**src/rtl/grl_pkg.sv**
```systemverilog
package grl_pkg;

    // One row's function pair: high nibble for upper elements, low for lower
    typedef struct packed {
        logic [3:0] hi_fn;
        logic [3:0] lo_fn;
    } lut_pair_t;

    typedef enum logic {
        SEL_SHAMT = 1'b0,
        SEL_ROW   = 1'b1
    } row_sel_e;

    // Index = lower-element bit * 2 + upper-element bit
    function automatic logic lut2_eval(input logic [3:0] fn,
                                       input logic lower_bit,
                                       input logic upper_bit);
        return fn[{lower_bit, upper_bit}];
    endfunction

endpackage

```
**src/rtl/grl_seed.sv**
```systemverilog
module grl_seed #(
    parameter int WIDTH = 64
) (
    input  logic [WIDTH-1:0] operand,
    input  logic             use_const,
    input  logic             invert,
    output logic [WIDTH-1:0] seed
);
    localparam logic [WIDTH-1:0] ALT_PAT = {(WIDTH/2){2'b01}};

    logic [WIDTH-1:0] base;

    always_comb begin
        base = use_const ? ALT_PAT : operand;
        seed = invert ? ~base : base;
    end
endmodule

```
**src/rtl/grl_ctrl.sv**
```systemverilog
module grl_ctrl
    import grl_pkg::*;
#(
    parameter int WIDTH  = 64,
    parameter int STAGES = 6
) (
    input  logic [WIDTH-1:0]              ctl_b,
    input  logic [7:0]                    imm,
    input  logic                          half,
    input  row_sel_e                      mode,
    output logic [STAGES-1:0]             stage_en,
    output lut_pair_t [STAGES-1:0]        stage_fn
);
    localparam int LAST     = STAGES - 1;
    localparam int ROW_BITS = 8 * STAGES;

    for (genvar k = 0; k < STAGES; k++) begin : g_row
        logic live;
        assign live        = (k != LAST) || !half;
        assign stage_en[k] = live && ((mode == SEL_ROW) || ctl_b[k]);
        assign stage_fn[k] = (mode == SEL_ROW) ? lut_pair_t'(ctl_b[8*k +: 8])
                                               : lut_pair_t'(imm);
    end

    if (WIDTH > ROW_BITS) begin : g_spare
        logic unused_b_hi;
        assign unused_b_hi = ^ctl_b[WIDTH-1:ROW_BITS];
    end
endmodule

```
**src/rtl/grl_stage.sv**
```systemverilog
module grl_stage
    import grl_pkg::*;
#(
    parameter int WIDTH = 64,
    parameter int CHUNK = 1
) (
    input  logic [WIDTH-1:0] din,
    input  logic             en,
    input  lut_pair_t        fn,
    output logic [WIDTH-1:0] dout
);
    logic [WIDTH-1:0] mixed;

    for (genvar j = 0; j < WIDTH; j++) begin : g_bit
        if ((j & CHUNK) == 0) begin : g_lo
            assign mixed[j] = lut2_eval(fn.lo_fn, din[j], din[j+CHUNK]);
        end else begin : g_hi
            assign mixed[j] = lut2_eval(fn.hi_fn, din[j-CHUNK], din[j]);
        end
    end

    assign dout = en ? mixed : din;
endmodule

```
**src/rtl/grevlut_net.sv**
```systemverilog
module grevlut_net
    import grl_pkg::*;
#(
    parameter int WIDTH = 64
) (
    input  logic             clk,
    input  logic             rst,
    input  logic             use_const,
    input  logic [WIDTH-1:0] src_a,
    input  logic [WIDTH-1:0] src_b,
    input  logic [7:0]       lut_imm,
    input  logic             invert,
    input  logic             half_word,
    input  logic             row_mode,
    output logic [WIDTH-1:0] result
);
    localparam int STAGES = $clog2(WIDTH);
    localparam int HALF   = WIDTH / 2;
    localparam logic [WIDTH-1:0] ALT_PAT = {HALF{2'b01}};

    row_sel_e                   mode_sel;
    logic [STAGES-1:0]          stage_en;
    lut_pair_t [STAGES-1:0]     stage_fn;
    logic [STAGES:0][WIDTH-1:0] chain;
    logic [WIDTH-1:0]           next_val;

    assign mode_sel = row_mode ? SEL_ROW : SEL_SHAMT;

    grl_seed #(.WIDTH(WIDTH)) u_seed (
        .operand   (src_a),
        .use_const (use_const),
        .invert    (invert),
        .seed      (chain[0])
    );

    grl_ctrl #(.WIDTH(WIDTH), .STAGES(STAGES)) u_ctrl (
        .ctl_b    (src_b),
        .imm      (lut_imm),
        .half     (half_word),
        .mode     (mode_sel),
        .stage_en (stage_en),
        .stage_fn (stage_fn)
    );

    for (genvar k = 0; k < STAGES; k++) begin : g_stage
        grl_stage #(.WIDTH(WIDTH), .CHUNK(1 << k)) u_row (
            .din  (chain[k]),
            .en   (stage_en[k]),
            .fn   (stage_fn[k]),
            .dout (chain[k+1])
        );
    end

    assign next_val = half_word ? {{HALF{1'b0}}, chain[STAGES][HALF-1:0]}
                                : chain[STAGES];

    always_ff @(posedge clk) begin
        if (rst) result <= '0;
        else     result <= next_val;
    end

    AST_CONST_SEED: assert property (@(posedge clk) disable iff (rst)
        (!row_mode && use_const && !invert && !half_word && src_b[STAGES-1:0] == '0)
        |=> result == ALT_PAT);

    AST_INVERT_SEED: assert property (@(posedge clk) disable iff (rst)
        (!row_mode && use_const && invert && !half_word && src_b[STAGES-1:0] == '0)
        |=> result == ~ALT_PAT);

    AST_IDLE_PASS: assert property (@(posedge clk) disable iff (rst)
        (!row_mode && !use_const && !invert && !half_word && src_b[STAGES-1:0] == '0)
        |=> result == $past(src_a));

    AST_PAIR_SWAP: assert property (@(posedge clk) disable iff (rst)
        (!row_mode && !use_const && !invert && !half_word && lut_imm == 8'hCA
         && src_b[STAGES-1:0] == 1)
        |=> result == ((($past(src_a) & ALT_PAT) << 1) | (($past(src_a) & ~ALT_PAT) >> 1)));

    AST_ROW_IDENTITY: assert property (@(posedge clk) disable iff (rst)
        (row_mode && !use_const && !invert && !half_word
         && src_b[8*STAGES-1:0] == {STAGES{8'hAC}})
        |=> result == $past(src_a));

    AST_HALF_UPPER_ZERO: assert property (@(posedge clk) disable iff (rst)
        half_word |=> result[WIDTH-1:HALF] == '0);
endmodule

```
**config.mk**
```make
export PLATFORM = sky130hd
export DESIGN_NAME = grevlut_net
export DESIGN_NICKNAME = d
export VERILOG_FILES = /design/src/rtl/grl_pkg.sv /design/src/rtl/grl_seed.sv /design/src/rtl/grl_ctrl.sv /design/src/rtl/grl_stage.sv /design/src/rtl/grevlut_net.sv
export SDC_FILE = /design/constraint.sdc
export NUM_CORES = 1
export LEC_CHECK = 0
export BUFFER_PORTS_ARGS = -buffer_cell sky130_fd_sc_hd__clkbuf_2
export CORE_ASPECT_RATIO = 0.8
export CORE_MARGIN = 2
export CORE_UTILIZATION = 40
export DETAILED_ROUTE_END_ITERATION = 16
export GPL_ROUTABILITY_DRIVEN = 0
export GPL_TIMING_DRIVEN = 0
export PLACE_DENSITY = 0.64
export SLEW_MARGIN = 20
export SYNTH_ARGS = -nofsm -noshare
export SYNTH_HDL_FRONTEND = slang
export SYNTH_HIERARCHICAL = 1
export SYNTH_SLANG_ARGS = --single-unit
```
**constraint.sdc**
```tcl
create_clock -name clk -period 7.6 [get_ports clk]
set_clock_uncertainty 0.15 [all_clocks]
set_input_delay 1.14 -clock clk [delete_from_list [all_inputs] [get_ports clk]]
set_output_delay 1.14 -clock clk [all_outputs]
set_load 0.02 [all_outputs]
```
### Word level (Yosys, flattened, before mapping)

Index checks and enable logic that the tools add are counted.
Widths: inputs -> output; s select.

| storage, ports and cells | value |
|---|---|
| memory bits (read-only) | 0 |
| memory bits (writable) | 0 |
| bits of input ports | 142 |
| memories kept | 0 |
| bits in latches | 0 |
| output and inout port bits | 64 |
| flip-flop bits (word level) | 64 |
| logic and storage cells | 987 |

| operators by class | value |
|---|---|
| divide/modulo/power cells | 0 |
| $lt $le $gt $ge | 192 |
| equality and inequality tests | 0 |
| add/sub/neg operators | 0 |
| shifts and indexed selects | 0 |
| mux-type cells | 783 |
| reductions and logical operators | 9 |
| multiply operators | 0 |
| bitwise logic cells | 1 |

Operators with widths:

| operator | number |
|---|---|
| $bmux 1 s2 | 384 |
| $lt 2x3->1 const B | 192 |
| $mux 64 | 8 |
| $mux 1 | 385 |
| $not 64->64 | 1 |
| $mux 8 | 6 |
| $logic_or 1x1->1 | 6 |
| $reduce_or 2->1 | 1 |
| $logic_and 1x1->1 | 1 |
| $logic_not 1->1 | 1 |

### Depth between registers and ports, before layout

| logic depth | value |
|---|---|
| depth after elaboration | 21 |
| depth in mapped cells | 24 |
| depth with buffers taken out | 21 |

### Cells and area by module

Netlist, hierarchy kept.

By module, submodules not included:

| module | instances | cells each | sequential area each (µm²) | area an instance (µm²) |
|---|---|---|---|---|
| grl_stage (g_stage[0].u_row ...) | 3 | 295 | 0.0 | 2294.7 |
| grl_stage (g_stage[3].u_row ...) | 2 | 294 | 0.0 | 2302.2 |
| grl_stage (g_stage[5].u_row) | 1 | 294 | 0.0 | 2304.7 |
| grevlut_net | 1 | 138 | 1281.2 | 1981.9 |
| grl_seed | 1 | 142 | 0.0 | 1323.8 |
| grl_ctrl | 1 | 60 | 0.0 | 849.6 |

### Worst setup path before layout

Ideal clock, no wire load.

| path | value |
|---|---|
| kind | input -> register |
| start point | in row_mode |
| end point | reg result[49] |
| path buffers | 5 |
| library setup time | 117 ps |
| data arrival time | 5567 ps |
| setup slack | 1766 ps |
| required time | 7333 ps |
| stages | 23 |
| cell sequence | buf_6 > buf_6 > or2_2 > buf_2 > buf_4 > buf_2 > a31oi_1 > mux2_2 > a21oi_1 > a31oi_1 > mux2_2 > a21oi_1 > a31oi_1 > mux2_1 > a21oi_1 > a31oi_1 > mux2_2 > a21oi_2 > a31oi_1 > mux2_2 > a21oi_1 > a31oi_1 > nor3b_2 |

RTL lines:

| element | RTL line | RTL |
|---|---|---|
| start: declaration | grevlut_net.sv:14 | `input logic row_mode,` |
| end signal: assignment | grevlut_net.sv:59 | `else result <= next_val;` |
| end: declaration | grevlut_net.sv:15 | `output logic [WIDTH-1:0] result` |

==> flow_summary.html <==
<table>
<tr><th>Metric</th><th>Value</th></tr>
<tr><th colspan="2">Clocking</th></tr>
<tr><td>Clk slew on worst S/H paths</td><td>0.06 ns</td></tr>
<tr><td>Clk sink count</td><td>64</td></tr>
<tr><td>Number of levels the H-tree was split into</td><td>3</td></tr>
<tr><td>Clock tree root buffer cell</td><td>sky130_fd_sc_hd__clkbuf_16</td></tr>
<tr><td>Hold buffer count at CTS</td><td>0</td></tr>
<tr><td>CTS Buffer Depth</td><td>2</td></tr>
<tr><td>Setup repair bufs after CTS</td><td>0</td></tr>
<tr><td>Inserted Clock Buffers</td><td>9</td></tr>
<tr><td>Clock tree from TritonCTS</td><td>yes</td></tr>
<tr><th colspan="2">Floorplan</th></tr>
<tr><td>Floorplan core area</td><td>44400 um2</td></tr>
<tr><td>Number of placement rows</td><td>69</td></tr>
<tr><td>X dimension of the die</td><td>241 um</td></tr>
<tr><td>Die boundary height</td><td>193 um</td></tr>
<tr><td>Initial core utilization</td><td>0.404</td></tr>
<tr><td>Full die area</td><td>46600 um2</td></tr>
<tr><td>Top-level port count</td><td>206</td></tr>
<tr><th colspan="2">Yosys</th></tr>
<tr><td>Count of cell types in the netlist</td><td>26</td></tr>
<tr><td>Share of synthesized cell area in and, or, nand and nor gates</td><td>0.0648</td></tr>
<tr><td>Async SR Flop Fraction</td><td>0</td></tr>
<tr><td>Dominant combinational cell family by area after synthesis</td><td>multiplexers</td></tr>
<tr><td>Ys flop type</td><td>sky130_fd_sc_hd__dfxtp_1</td></tr>
<tr><td>Most area-consuming cells after synthesis</td><td>sky130_fd_sc_hd__mux2_2 (24%), sky130_fd_sc_hd__mux2i_1 (21%), sky130_fd_sc_hd__a31oi_1 (13%)</td></tr>
<tr><td>Combined area of all synthesized cells</td><td>17900 um2</td></tr>
<tr><td>Synth top cells by count</td><td>sky130_fd_sc_hd__mux2i_1 (384), sky130_fd_sc_hd__a31oi_1 (378), sky130_fd_sc_hd__mux2_2 (376)</td></tr>
<tr><td>Cell taking the most area after synthesis</td><td>sky130_fd_sc_hd__mux2_2</td></tr>
<tr><td>Average instance area after synthesis</td><td>8.52 um2</td></tr>
<tr><td>Number of synthesized flops with an enable pin</td><td>0</td></tr>
<tr><td>Compound-gate portion of the synthesized area</td><td>0.243</td></tr>
<tr><td>Syn Inst Count</td><td>2107</td></tr>
<tr><td>Most frequent cell after synthesis</td><td>sky130_fd_sc_hd__mux2i_1</td></tr>
<tr><td>Fraction of synthesized cell area taken by the top area cell type</td><td>0.236</td></tr>
<tr><td>Proportion of synthesized area in mux cells</td><td>0.494</td></tr>
<tr><td>Number of nets produced by synthesis</td><td>2249</td></tr>
<tr><td>Adder and majority gate portion of the synthesized area</td><td>0</td></tr>
<tr><td>Post-synthesis xor/xnor area fraction</td><td>0.0358</td></tr>
<tr><td>Warnings from Yosys</td><td>6</td></tr>
<tr><td>Seq/Total Area, Yosys</td><td>0.0714</td></tr>
<tr><td>Seq cells post-synth</td><td>64</td></tr>
<tr><th colspan="2">Timing</th></tr>
<tr><td>Clock period minus final worst setup slack</td><td>7.28 ns</td></tr>
<tr><td>Max_slew headroom</td><td>0.244</td></tr>
<tr><td>Max Clock Freq</td><td>137 MHz</td></tr>
<tr><td>Setup TNS</td><td>0 ns</td></tr>
<tr><td>Count of pins over their slew limit</td><td>0</td></tr>
<tr><td>Setup repair after global routing missed its margin</td><td>no</td></tr>
<tr><td>Slew at the pin closest to its max-slew limit</td><td>1.13 ns</td></tr>
<tr><td>Period utilization</td><td>0.958</td></tr>
<tr><td>Final hold violations</td><td>0</td></tr>
<tr><td>Number of setup violations in the final report</td><td>0</td></tr>
<tr><th colspan="2">Drt</th></tr>
<tr><td>Initial detailed-routing violation count</td><td>2517</td></tr>
<tr><td>WL final</td><td>67.6 mm</td></tr>
<tr><td>First-pass iteration count of the detailed router</td><td>7</td></tr>
<tr><td>Post-detailed-route via-to-cell ratio</td><td>6.51</td></tr>
<tr><td>Final antenna-violating net count</td><td>0</td></tr>
<tr><td>Count of unresolved DRC violations after routing</td><td>0</td></tr>
<tr><td>Detailed-route wire length per cell</td><td>23.2 um</td></tr>
<tr><td>Count of vias placed by the detailed router</td><td>19000</td></tr>
<tr><th colspan="2">Global routing</th></tr>
<tr><td>Pin count of the biggest net entering global routing</td><td>14</td></tr>
<tr><td>Vias in the first global route</td><td>17600</td></tr>
<tr><td>Antenna violations before repair</td><td>1</td></tr>
<tr><td>Aggregate global routing overflow</td><td>0</td></tr>
<tr><td>Global-route wire length before repair</td><td>103 mm</td></tr>
<tr><td>Overall global routing resource usage</td><td>0.276</td></tr>
<tr><th colspan="2">Worst setup path</th></tr>
<tr><td>Largest fanout of any net on the critical path</td><td>10</td></tr>
<tr><td>Data arrival time of the critical path</td><td>7.35 ns</td></tr>
<tr><td>Nature of the critical path endpoint</td><td>flip-flop</td></tr>
<tr><td>Data required, critical path</td><td>7.67 ns</td></tr>
<tr><td>Critical Path Source Type</td><td>input pin</td></tr>
<tr><td>Buf/Inv on CP</td><td>5</td></tr>
<tr><td>Library cell contributing the largest single delay on the critical path</td><td>sky130_fd_sc_hd__a31oi_1</td></tr>
<tr><td>Top Family by Delay on Critical Path</td><td>compound AO/OA/AOI/OAI gates</td></tr>
<tr><td>Cell Chain, Critical Path</td><td>buf_6 &gt; buf_6 &gt; or2_2 &gt; buf_2 &gt; buf_4 &gt; buf_2 &gt; a31oi_1 &gt; mux2_2 &gt; a21oi_1 &gt; a31oi_1 &gt; mux2_2 &gt; a21oi_1 &gt; a31oi_1 &gt; mux2_2 &gt; a21oi_1 &gt; a31oi_1 &gt; mux2_2 &gt; a21oi_1 &gt; a31oi_2 &gt; mux2_2 &gt; a21oi_1 &gt; a31oi_1 &gt; nor2b_1</td></tr>
<tr><td>Critical setup path kind</td><td>in2reg</td></tr>
<tr><td>Largest incremental delay on the critical path</td><td>0.66 ns</td></tr>
<tr><th colspan="2">Power and ir drop</th></tr>
<tr><td>Clock network power share</td><td>0.091</td></tr>
<tr><td>Total power density per cell area</td><td>227 nW/um2</td></tr>
<tr><td>Internal power of the cells</td><td>2240 uW</td></tr>
<tr><td>Fraction of power spent switching nets</td><td>0.505</td></tr>
<tr><td>Share of power burned in combinational logic</td><td>0.812</td></tr>
<tr><td>Leakage power</td><td>0.00869 uW</td></tr>
<tr><td>Overall power of the completed layout</td><td>4520 uW</td></tr>
<tr><td>Largest voltage drop on the vdd net</td><td>0.155 mV</td></tr>
<tr><td>Relative contribution of sequential cells to total power</td><td>0.097</td></tr>
<tr><td>Net switching power figure</td><td>2290 uW</td></tr>
<tr><th colspan="2">Outcome</th></tr>
<tr><td>Result of the run</td><td>completed</td></tr>
<tr><th colspan="2">Layout</th></tr>
<tr><td>Final Instance Area</td><td>19900 um2</td></tr>
<tr><td>Largest registers</td><td>result (64)</td></tr>
<tr><td>Ant. Diodes</td><td>0</td></tr>
<tr><td>Post-synthesis to final-layout area growth</td><td>11.1%</td></tr>
<tr><td>Share of cells above drive strength 1</td><td>0.409</td></tr>
<tr><td>Register with the most flip-flops</td><td>result</td></tr>
<tr><td>Final layout net count</td><td>2445</td></tr>
<tr><td>Max FFs per register</td><td>64</td></tr>
<tr><th colspan="2">Flow run</th></tr>
<tr><td>MaxCap Viol Count</td><td>0</td></tr>
<tr><th colspan="2">Place</th></tr>
<tr><td>Post-DP HPWL</td><td>53.6 mm</td></tr>
<tr><td>Placed instance area</td><td>19600 um2</td></tr>
<tr><td>Count of input and output buffers</td><td>185</td></tr>
<tr><th colspan="2">Worst hold path</th></tr>
<tr><td>WHS Path Cells</td><td>2</td></tr>
<tr><td>HP Start</td><td>rst</td></tr>
<tr><td>Hold Path Class</td><td>in2reg</td></tr>
<tr><td>Hold Path End</td><td>result[29]$_SDFF_PP0_</td></tr>
</table>
==> cells by family (layout without fill, tap and decap cells) <==
logic type / count (synthesis) / count (layout)
buffers and inverters: 261 / 462
xor gates and xnor gates: 64 / 64
muxes: 816 / 816
AOI/OAI and AO/OA: 769 / 769
and+or+nand+nor: 133 / 133
DFF: 64 / 64
==> through the flow <==
step	cells	hold WS [ns]	setup WS, ns	util
2_1_floorplan	2107	1.06	1.77	-
3_3_place_gp	2895	1.24	0.0945	0.442
3_5_place_dp	2895	1.24	0.00568	0.442
4_1_cts	2911	0.888	0.339	0.449
5_1_grt	2911	0.895	0.231	0.449
6_report	2911	0.896	0.322	0.449
==> routing by layer <==
metal | up-vias | track usage | part of all wire
met1 | 9232 | 0.392 | 0.44
met2 | 1040 | 0.427 | 0.44
met3 | 125 | 0.0462 | 0.093
met4 | 2 | 0.0793 | 0.031
met5 | - | 0 | 0.00016
li1 | 8551 | - | -
==> worst max-delay path by stage <==
| stage | start | end | slack, ns | cells after the start |
|---|---|---|---|---|
| floorplan | row_mode | result[49]$_SDFF_PP0_ | 1.77 | 23 |
| global placement | row_mode | result[2]$_SDFF_PP0_ | 0.09 | 23 |
| detailed placement | row_mode | result[2]$_SDFF_PP0_ | 0.006 | 22 |
| CTS | row_mode | result[2]$_SDFF_PP0_ | 0.34 | 22 |
| global route | row_mode | result[2]$_SDFF_PP0_ | 0.23 | 23 |
| finish | row_mode | result[2]$_SDFF_PP0_ | 0.32 | 23 |
==> cells in the final DEF (no fill, tap or decap) <==
cell type / n
sky130_fd_sc_hd__mux2i_1: 384
sky130_fd_sc_hd__a31oi_1: 377
sky130_fd_sc_hd__mux2_2: 376
sky130_fd_sc_hd__a21oi_1: 372
sky130_fd_sc_hd__clkbuf_2: 188
sky130_fd_sc_hd__buf_2: 148
sky130_fd_sc_hd__dfxtp_1: 64
sky130_fd_sc_hd__buf_4: 60
sky130_fd_sc_hd__xnor2_1: 53
sky130_fd_sc_hd__mux2_4: 44
sky130_fd_sc_hd__nor2b_1: 32
sky130_fd_sc_hd__nor3b_2: 32
sky130_fd_sc_hd__nor2_1: 32
sky130_fd_sc_hd__nand2b_4: 28
sky130_fd_sc_hd__buf_6: 22
sky130_fd_sc_hd__clkbuf_1: 21
sky130_fd_sc_hd__mux2_1: 12
sky130_fd_sc_hd__xnor2_2: 11
sky130_fd_sc_hd__clkbuf_16: 9
sky130_fd_sc_hd__o21ai_0: 6
sky130_fd_sc_hd__a21oi_2: 6
sky130_fd_sc_hd__o31ai_1: 5
sky130_fd_sc_hd__or2_2: 5
sky130_fd_sc_hd__buf_12: 4
sky130_fd_sc_hd__nand2b_1: 4
sky130_fd_sc_hd__clkinvlp_4: 3
sky130_fd_sc_hd__inv_6: 3
sky130_fd_sc_hd__inv_1: 3
sky130_fd_sc_hd__bufinv_16: 1
sky130_fd_sc_hd__o31ai_2: 1
sky130_fd_sc_hd__a31oi_2: 1
sky130_fd_sc_hd__o21ba_2: 1
==> what timing repair did <==
action,CTS,global route
endpoints found under the setup margin,0,2
endpoints found under the hold margin,0,0
resized for setup,0,2
==> power groups by stage <==
| stage | logic, uW | clock network, uW | registers [uW] |
|---|---|---|---|
| global route | 3860 | 436 | 446 |
| floorplan | 2570 | 0 | 544 |
| finish | 3670 | 413 | 438 |
| detailed placement | 3540 | 0 | 446 |
| global placement | 3460 | 0 | 443 |
| CTS | 3550 | 421 | 440 |
==> cell type report <==
class | count | area [um2]
Fill cell | 4315 | 24400
Multi-Input combinational cell | 1782 | 15100
Buffer | 258 | 1610
Sequential cell | 64 | 1280
Timing Repair Buffer | 185 | 926
Tap cell | 603 | 754
Clock buffer | 9 | 225
Clock inverter | 7 | 78.8
Inverter | 3 | 11.3
Power figures use the tool's default switching activity.
